`src/rtl/fcmp_pkg.sv`:
```
package fcmp_pkg;
  localparam int unsigned EXP_W = 15;
  localparam int unsigned SIG_W = 64;
  localparam int unsigned TOP_W = 3;

  typedef enum logic [2:0] {
    CLS_ZERO, CLS_NORM, CLS_DENORM, CLS_INF, CLS_QNAN, CLS_SNAN, CLS_UNSUP
  } fp_class_e;

  typedef enum logic [1:0] {
    REL_GT, REL_LT, REL_EQ
  } rel_e;
endpackage

```
`src/rtl/fcmp_classify.sv`:
```
module fcmp_classify
  import fcmp_pkg::*;
#(
  parameter int unsigned EW = EXP_W,
  parameter int unsigned SW = SIG_W,
  localparam int unsigned FW = EW + SW + 1,
  localparam int unsigned MW = EW + SW
) (
  input  logic [FW-1:0] op_i,
  output fp_class_e     cls_o,
  output logic          sign_o,
  output logic [MW-1:0] mag_o
);
  logic [EW-1:0] exp_f;
  logic [SW-1:0] sig_f;
  logic [EW-1:0] exp_eff;

  assign exp_f  = op_i[FW-2 -: EW];
  assign sig_f  = op_i[SW-1:0];
  assign sign_o = op_i[FW-1];

  always_comb begin
    if (exp_f == '0) begin
      cls_o = (sig_f == '0) ? CLS_ZERO : CLS_DENORM;
    end else if (exp_f == '1) begin
      if (!sig_f[SW-1])                cls_o = CLS_UNSUP;
      else if (sig_f[SW-2:0] == '0)    cls_o = CLS_INF;
      else if (sig_f[SW-2])            cls_o = CLS_QNAN;
      else                             cls_o = CLS_SNAN;
    end else begin
      cls_o = sig_f[SW-1] ? CLS_NORM : CLS_UNSUP;
    end
  end

  // denormals share the scale of exponent 1, so a flat unsigned compare orders them
  assign exp_eff = (exp_f == '0) ? EW'(1) : exp_f;
  assign mag_o   = {exp_eff, sig_f};
endmodule

```
`src/rtl/fcmp_magcmp.sv`:
```
module fcmp_magcmp
  import fcmp_pkg::*;
#(
  parameter int unsigned MW = EXP_W + SIG_W
) (
  input  logic          sign_a_i,
  input  logic          sign_b_i,
  input  logic          zero_a_i,
  input  logic          zero_b_i,
  input  logic [MW-1:0] mag_a_i,
  input  logic [MW-1:0] mag_b_i,
  output rel_e          rel_o
);
  logic mag_gt, mag_lt;

  assign mag_gt = mag_a_i > mag_b_i;
  assign mag_lt = mag_a_i < mag_b_i;

  always_comb begin
    if (zero_a_i && zero_b_i)      rel_o = REL_EQ;
    else if (sign_a_i != sign_b_i) rel_o = sign_b_i ? REL_GT : REL_LT;
    else if (!mag_gt && !mag_lt)   rel_o = REL_EQ;
    else if (sign_a_i)             rel_o = mag_gt ? REL_LT : REL_GT;
    else                           rel_o = mag_gt ? REL_GT : REL_LT;
  end
endmodule

```
`src/rtl/fcmp_flags_unit.sv`:
```
module fcmp_flags_unit
  import fcmp_pkg::*;
#(
  parameter int unsigned EW = EXP_W,
  parameter int unsigned SW = SIG_W,
  parameter int unsigned TW = TOP_W,
  localparam int unsigned FW = EW + SW + 1,
  localparam int unsigned MW = EW + SW
) (
  input  logic          clk_i,
  input  logic          rst_ni,
  input  logic          valid_i,
  input  logic [FW-1:0] op_a_i,
  input  logic [FW-1:0] op_b_i,
  input  logic          unord_i,
  input  logic          pop_i,
  input  logic          inv_mask_i,
  input  logic          underflow_i,
  input  logic [TW-1:0] top_i,
  output logic          done_o,
  output logic          flags_we_o,
  output logic          zf_o,
  output logic          pf_o,
  output logic          cf_o,
  output logic          of_clr_o,
  output logic          c1_clr_o,
  output logic          ia_o,
  output logic          is_o,
  output logic          pop_o,
  output logic [TW-1:0] top_o,
  output logic [TW-1:0] empty_idx_o
);
  logic [FW-1:0] ops   [2];
  fp_class_e     cls   [2];
  logic          sgn   [2];
  logic [MW-1:0] mag   [2];
  logic          is_q  [2];
  logic          is_s  [2];
  logic          is_u  [2];

  assign ops[0] = op_a_i;
  assign ops[1] = op_b_i;

  for (genvar g = 0; g < 2; g++) begin : g_cls
    fcmp_classify #(.EW(EW), .SW(SW)) u_cls (
      .op_i  (ops[g]),
      .cls_o (cls[g]),
      .sign_o(sgn[g]),
      .mag_o (mag[g])
    );
    assign is_q[g] = cls[g] == CLS_QNAN;
    assign is_s[g] = cls[g] == CLS_SNAN;
    assign is_u[g] = cls[g] == CLS_UNSUP;
  end

  rel_e rel;
  fcmp_magcmp #(.MW(MW)) u_mag (
    .sign_a_i(sgn[0]),
    .sign_b_i(sgn[1]),
    .zero_a_i(cls[0] == CLS_ZERO),
    .zero_b_i(cls[1] == CLS_ZERO),
    .mag_a_i (mag[0]),
    .mag_b_i (mag[1]),
    .rel_o   (rel)
  );

  logic any_q, any_bad, unordered, ia_d, exc_d, we_d;
  logic [2:0] flags_d;

  assign any_q     = is_q[0] | is_q[1];
  assign any_bad   = is_s[0] | is_s[1] | is_u[0] | is_u[1];
  assign unordered = any_q | any_bad;
  // underflow takes precedence over operand checks
  assign ia_d      = !underflow_i && (unord_i ? any_bad : unordered);
  assign exc_d     = ia_d | underflow_i;
  assign we_d      = !exc_d | inv_mask_i;

  always_comb begin
    if (exc_d || unordered) flags_d = 3'b111;
    else begin
      unique case (rel)
        REL_GT:  flags_d = 3'b000;
        REL_LT:  flags_d = 3'b001;
        default: flags_d = 3'b100;
      endcase
    end
  end

  always_ff @(posedge clk_i or negedge rst_ni) begin
    if (!rst_ni) begin
      done_o      <= 1'b0;
      flags_we_o  <= 1'b0;
      {zf_o, pf_o, cf_o} <= 3'b000;
      of_clr_o    <= 1'b0;
      c1_clr_o    <= 1'b0;
      ia_o        <= 1'b0;
      is_o        <= 1'b0;
      pop_o       <= 1'b0;
      top_o       <= '0;
      empty_idx_o <= '0;
    end else begin
      done_o     <= valid_i;
      flags_we_o <= valid_i & we_d;
      of_clr_o   <= valid_i;
      c1_clr_o   <= valid_i;
      ia_o       <= valid_i & ia_d;
      is_o       <= valid_i & underflow_i;
      pop_o      <= valid_i & pop_i;
      if (valid_i) begin
        {zf_o, pf_o, cf_o} <= flags_d;
        top_o       <= top_i + TW'(1);
        empty_idx_o <= top_i;
      end
    end
  end
endmodule

```
`config.mk`:
```
export PLATFORM = sky130hd
export DESIGN_NAME = fcmp_flags_unit
export DESIGN_NICKNAME = d
export VERILOG_FILES = /design/src/rtl/fcmp_pkg.sv /design/src/rtl/fcmp_classify.sv /design/src/rtl/fcmp_magcmp.sv /design/src/rtl/fcmp_flags_unit.sv
export SDC_FILE = /design/constraint.sdc
export NUM_CORES = 1
export LEC_CHECK = 0
export BUFFER_PORTS_ARGS = -buffer_cell sky130_fd_sc_hd__buf_2
export CAP_MARGIN = 15
export CORE_ASPECT_RATIO = 1.2
export CORE_MARGIN = 3
export CORE_UTILIZATION = 45
export DETAILED_ROUTE_END_ITERATION = 8
export GPL_TIMING_DRIVEN = 1
export HOLD_SLACK_MARGIN = 0.08
export MAX_ROUTING_LAYER = met4
export PLACE_DENSITY_LB_ADDON = 0.15
export SYNTH_ARGS = -nofsm -noshare
export SYNTH_HDL_FRONTEND = slang
export SYNTH_HIERARCHICAL = 1
export SYNTH_SLANG_ARGS = --single-unit
```
`constraint.sdc`:
```
create_clock -name clk_i -period 0.8 [get_ports clk_i]
set_input_delay 0.12 -clock clk_i [delete_from_list [all_inputs] [get_ports clk_i]]
set_output_delay 0.12 -clock clk_i [all_outputs]
set_load 0.005 [all_outputs]
```
==> flow_summary.toml <==
[setup_path]
cp.arrival_ns = 2.32
r2r_start = "pf_o$_DFFE_PN0P_"
path_class = "input port to flip-flop"
reg2reg_depth = 3
path_max_fanout = 3
ff2ff_setup_slack_ns = 0.01
cp-end-kind = "flip-flop"
r2r_end = "pf_o$_DFFE_PN0P_"
cp-start-kind = "input port"
worstPathRequired_ns = 0.91

[worst_hold_path]
hold_path.class = "input port to flip-flop"
whs_endpoint = "top_o[0]$_DFFE_PN0P_"
worstHoldStart = "top_i[0]"
hold_depth = 2

[sta]
tightest_slew_ns = 0.537
fin_crit_ns = 2.21
hold_slack_ns = 0.0995
finalHoldViolations = 0
fin_skew_ns = 0
fin_crit_sh_pct = 276
slew_headroom_pct = 63.8
setup-violations-final = 21
fin_ws_ns = -1.41
max_freq_mhz = 453
finalMaxSlewViolations = 0
rsz0062_at_grt = "true"

[die]
io_pins = 186
die_w_um = 94.4
die_area_um2 = 10600
core-area_um2 = 9080
row_count = 38
die_h_um = 112
start_util_pct = 46.5

[power_and_ir_drop]
switching_share_pct = 36.9
p_leak_uw = 0.00295
powerDensity_nw_per_um2 = 681
power.internal_uw = 2370
switching_power_uw = 1390
clockPowerShare_pct = 14.3
ir_drop_mv = 0.571
combPwrFrac_pct = 64.5
seqPwrFrac_pct = 21.2

[drt]
drt_pass1_iterations = 5
ant_nets = 0
routedWlPerCell_um = 14.3
via_per_inst = 5.02
vias = 4218
drt-total-wl_mm = 12.0
drc_errors = 0
first_iter_violations = 119

[logic_synthesis]
synth_edf_count = 0
synth.distinct_cells = 45
syn_inst = 579
synthArstFlopShare_pct = 100
syn-num-nets = 829
seq_area_frac_synth_pct = 8.29
yosysWarnings = 6
syn-cell-area_um2 = 4220
ys_ff_latch = 14
synthFlopType = "dfrtp_1"
syn_area_per_cell_um2 = 7.30

[clock_network]
cts-buffers-inserted = 3
cts-root-buf = "clkbuf_8"
path_clk_slew_ns = 0.05
cts_tree = "done"
clk_latency_ns = 0.23
clock-sinks = 14
cts-htree-levels = 1
clockBufferDepth = 2

[global_route]
grt_max_degree = 15
grt_antenna_before_repair = 2
overflow = 0
grt_first_pass_wirelength_mm = 18.5
grt_pass1_vias = 4215
grt_usage_pct = 21.8

[status]
outcome = "finished with violations"
violations = "negative setup slack"

[place]
port_buffers = 185
placed_area_um2 = 5110
place_ws_ns = -1.77
hpwl_mm = 10.7
finalWeightedCongestion = 0.855

[final_layout]
fin_area_um2 = 5520
final_common_cell = "buf_2"
nets = 970
final_cell_mix = "buf_2 (178), buf_4 (108), inv_1 (83)"
drive_above_1_share_pct = 49.3
final_util_pct = 60.8
area_delta_synth_final_pct = 30.6
n_fill_cell = 866

[run]
drv_cap = 0
-- layout make-up --
type	instances	area, µm²	area share (%)
repair buffers	297	1840	33.3
flip-flops and latches	14	350	6.35
inverters	84	315	5.71
multi-input cells	320	2820	51.1
diodes	2	5.00	0.0907
well taps	120	150	2.72
clock buffers	3	41.3	0.748
-- worst max path at each step --
stage / startpoint / end / slack (ns) / depth (start not counted)
3_3_place_gp: op_b_i[71] / cf_o$_DFFE_PN0P_ / -1.64 / 15
6_report: op_b_i[71] / cf_o$_DFFE_PN0P_ / -1.41 / 15
5_1_grt: op_b_i[64] / cf_o$_DFFE_PN0P_ / -1.55 / 15
3_5_place_dp: op_a_i[71] / cf_o$_DFFE_PN0P_ / -1.77 / 14
2_1_floorplan: op_a_i[61] / cf_o$_DFFE_PN0P_ / -1.44 / 11
4_1_cts: op_b_i[71] / cf_o$_DFFE_PN0P_ / -1.41 / 15
-- sequential cells by signal, indices dropped and copies added, names as in the netlist --
| signal | flops |
|---|---|
| c1_clr_o | 1 |
| cf_o | 1 |
| empty_idx_o | 3 |
| flags_we_o | 1 |
| ia_o | 1 |
| is_o | 1 |
| pf_o | 1 |
| pop_o | 1 |
| top_o | 3 |
| zf_o | 1 |
-- power groups by stage --
stage	logic, µW	clock network [µW]	registers, µW
after detailed placement	2220	0	808
after global routing	2720	576	802
after CTS	2320	552	796
after global placement	2180	0	803
final	2430	538	796
after floorplan	1410	0	815
-- critical path, stage by stage --
cell      delay [ns]
buf_6           0.10
nor4_4          0.26
nand4_1         0.16
nand2b_1        0.12
inv_2           0.05
ha_4            0.27
nand4_1         0.09
nor4_2          0.21
nand4_1         0.19
nor2_1          0.17
a221oi_2        0.09
and2_4          0.16
o221a_1         0.23
nand2_1         0.05
a21oi_1         0.06
-- Yosys cell counts, drive strengths merged (3+ instances only) --
cell type | count | area share (%)
a211oi | 3 | 0.53
inv | 84 | 7.5
mux2 | 4 | 1.1
ha | 80 | 24
a21boi | 6 | 1.1
and2 | 3 | 0.44
nand2b | 6 | 0.89
nor4 | 43 | 7.0
nor3 | 12 | 1.4
a21oi | 39 | 4.8
buf | 133 | 24
a21o | 5 | 0.89
clkbuf | 28 | 2.5
nand4 | 33 | 4.9
nor2 | 16 | 1.4
nand3 | 12 | 1.4
o21ai | 10 | 1.2
nand2 | 23 | 2.0
dfrtp | 14 | 8.3
-- stage by stage --
step	total power (µW)	setup TNS (ns)	std cells
3_5_place_dp	3030	-7.72	828
4_1_cts	3670	-6.66	836
2_1_floorplan	2230	-5.33	579
3_3_place_gp	2990	-7.49	828
5_1_grt	4100	-7.59	840
6_report	3760	-6.45	840
-- what timing repair did --
action                                 in CTS  in global routing
endpoints found under the hold margin      14                  0
hold buffers                                1                  0
setup endpoints to repair                  21                 21
buffers inserted                            4                  2
pin swaps                                  14                 17
gates resized for setup                    22                 33
-- metal layers --
metal  vias up  track usage (%)  share of wire [%]
met1      1915             25.1                 39
met4         0             3.37                1.8
met5         -                -                  0
met3        18            0.804                5.2
met2       128             41.8                 54
li1       2157                -                  -
-- cells by family (layout without fill, tap and decap cells) --
kind of cell / Yosys count / count (layout) / synth area share, %
xor gates and xnor gates: 2 / 2 / 0.415
other: 0 / 2 / 0
and+or+nand+nor: 153 / 153 / 20.4
buffers and inverters: 245 / 384 / 33.5
muxes: 5 / 5 / 1.30
AOI/OAI and AO/OA: 80 / 80 / 12.3
DFF: 14 / 14 / 8.29
adders and majority gates: 80 / 80 / 23.7
(Power assumes the default switching activity.)
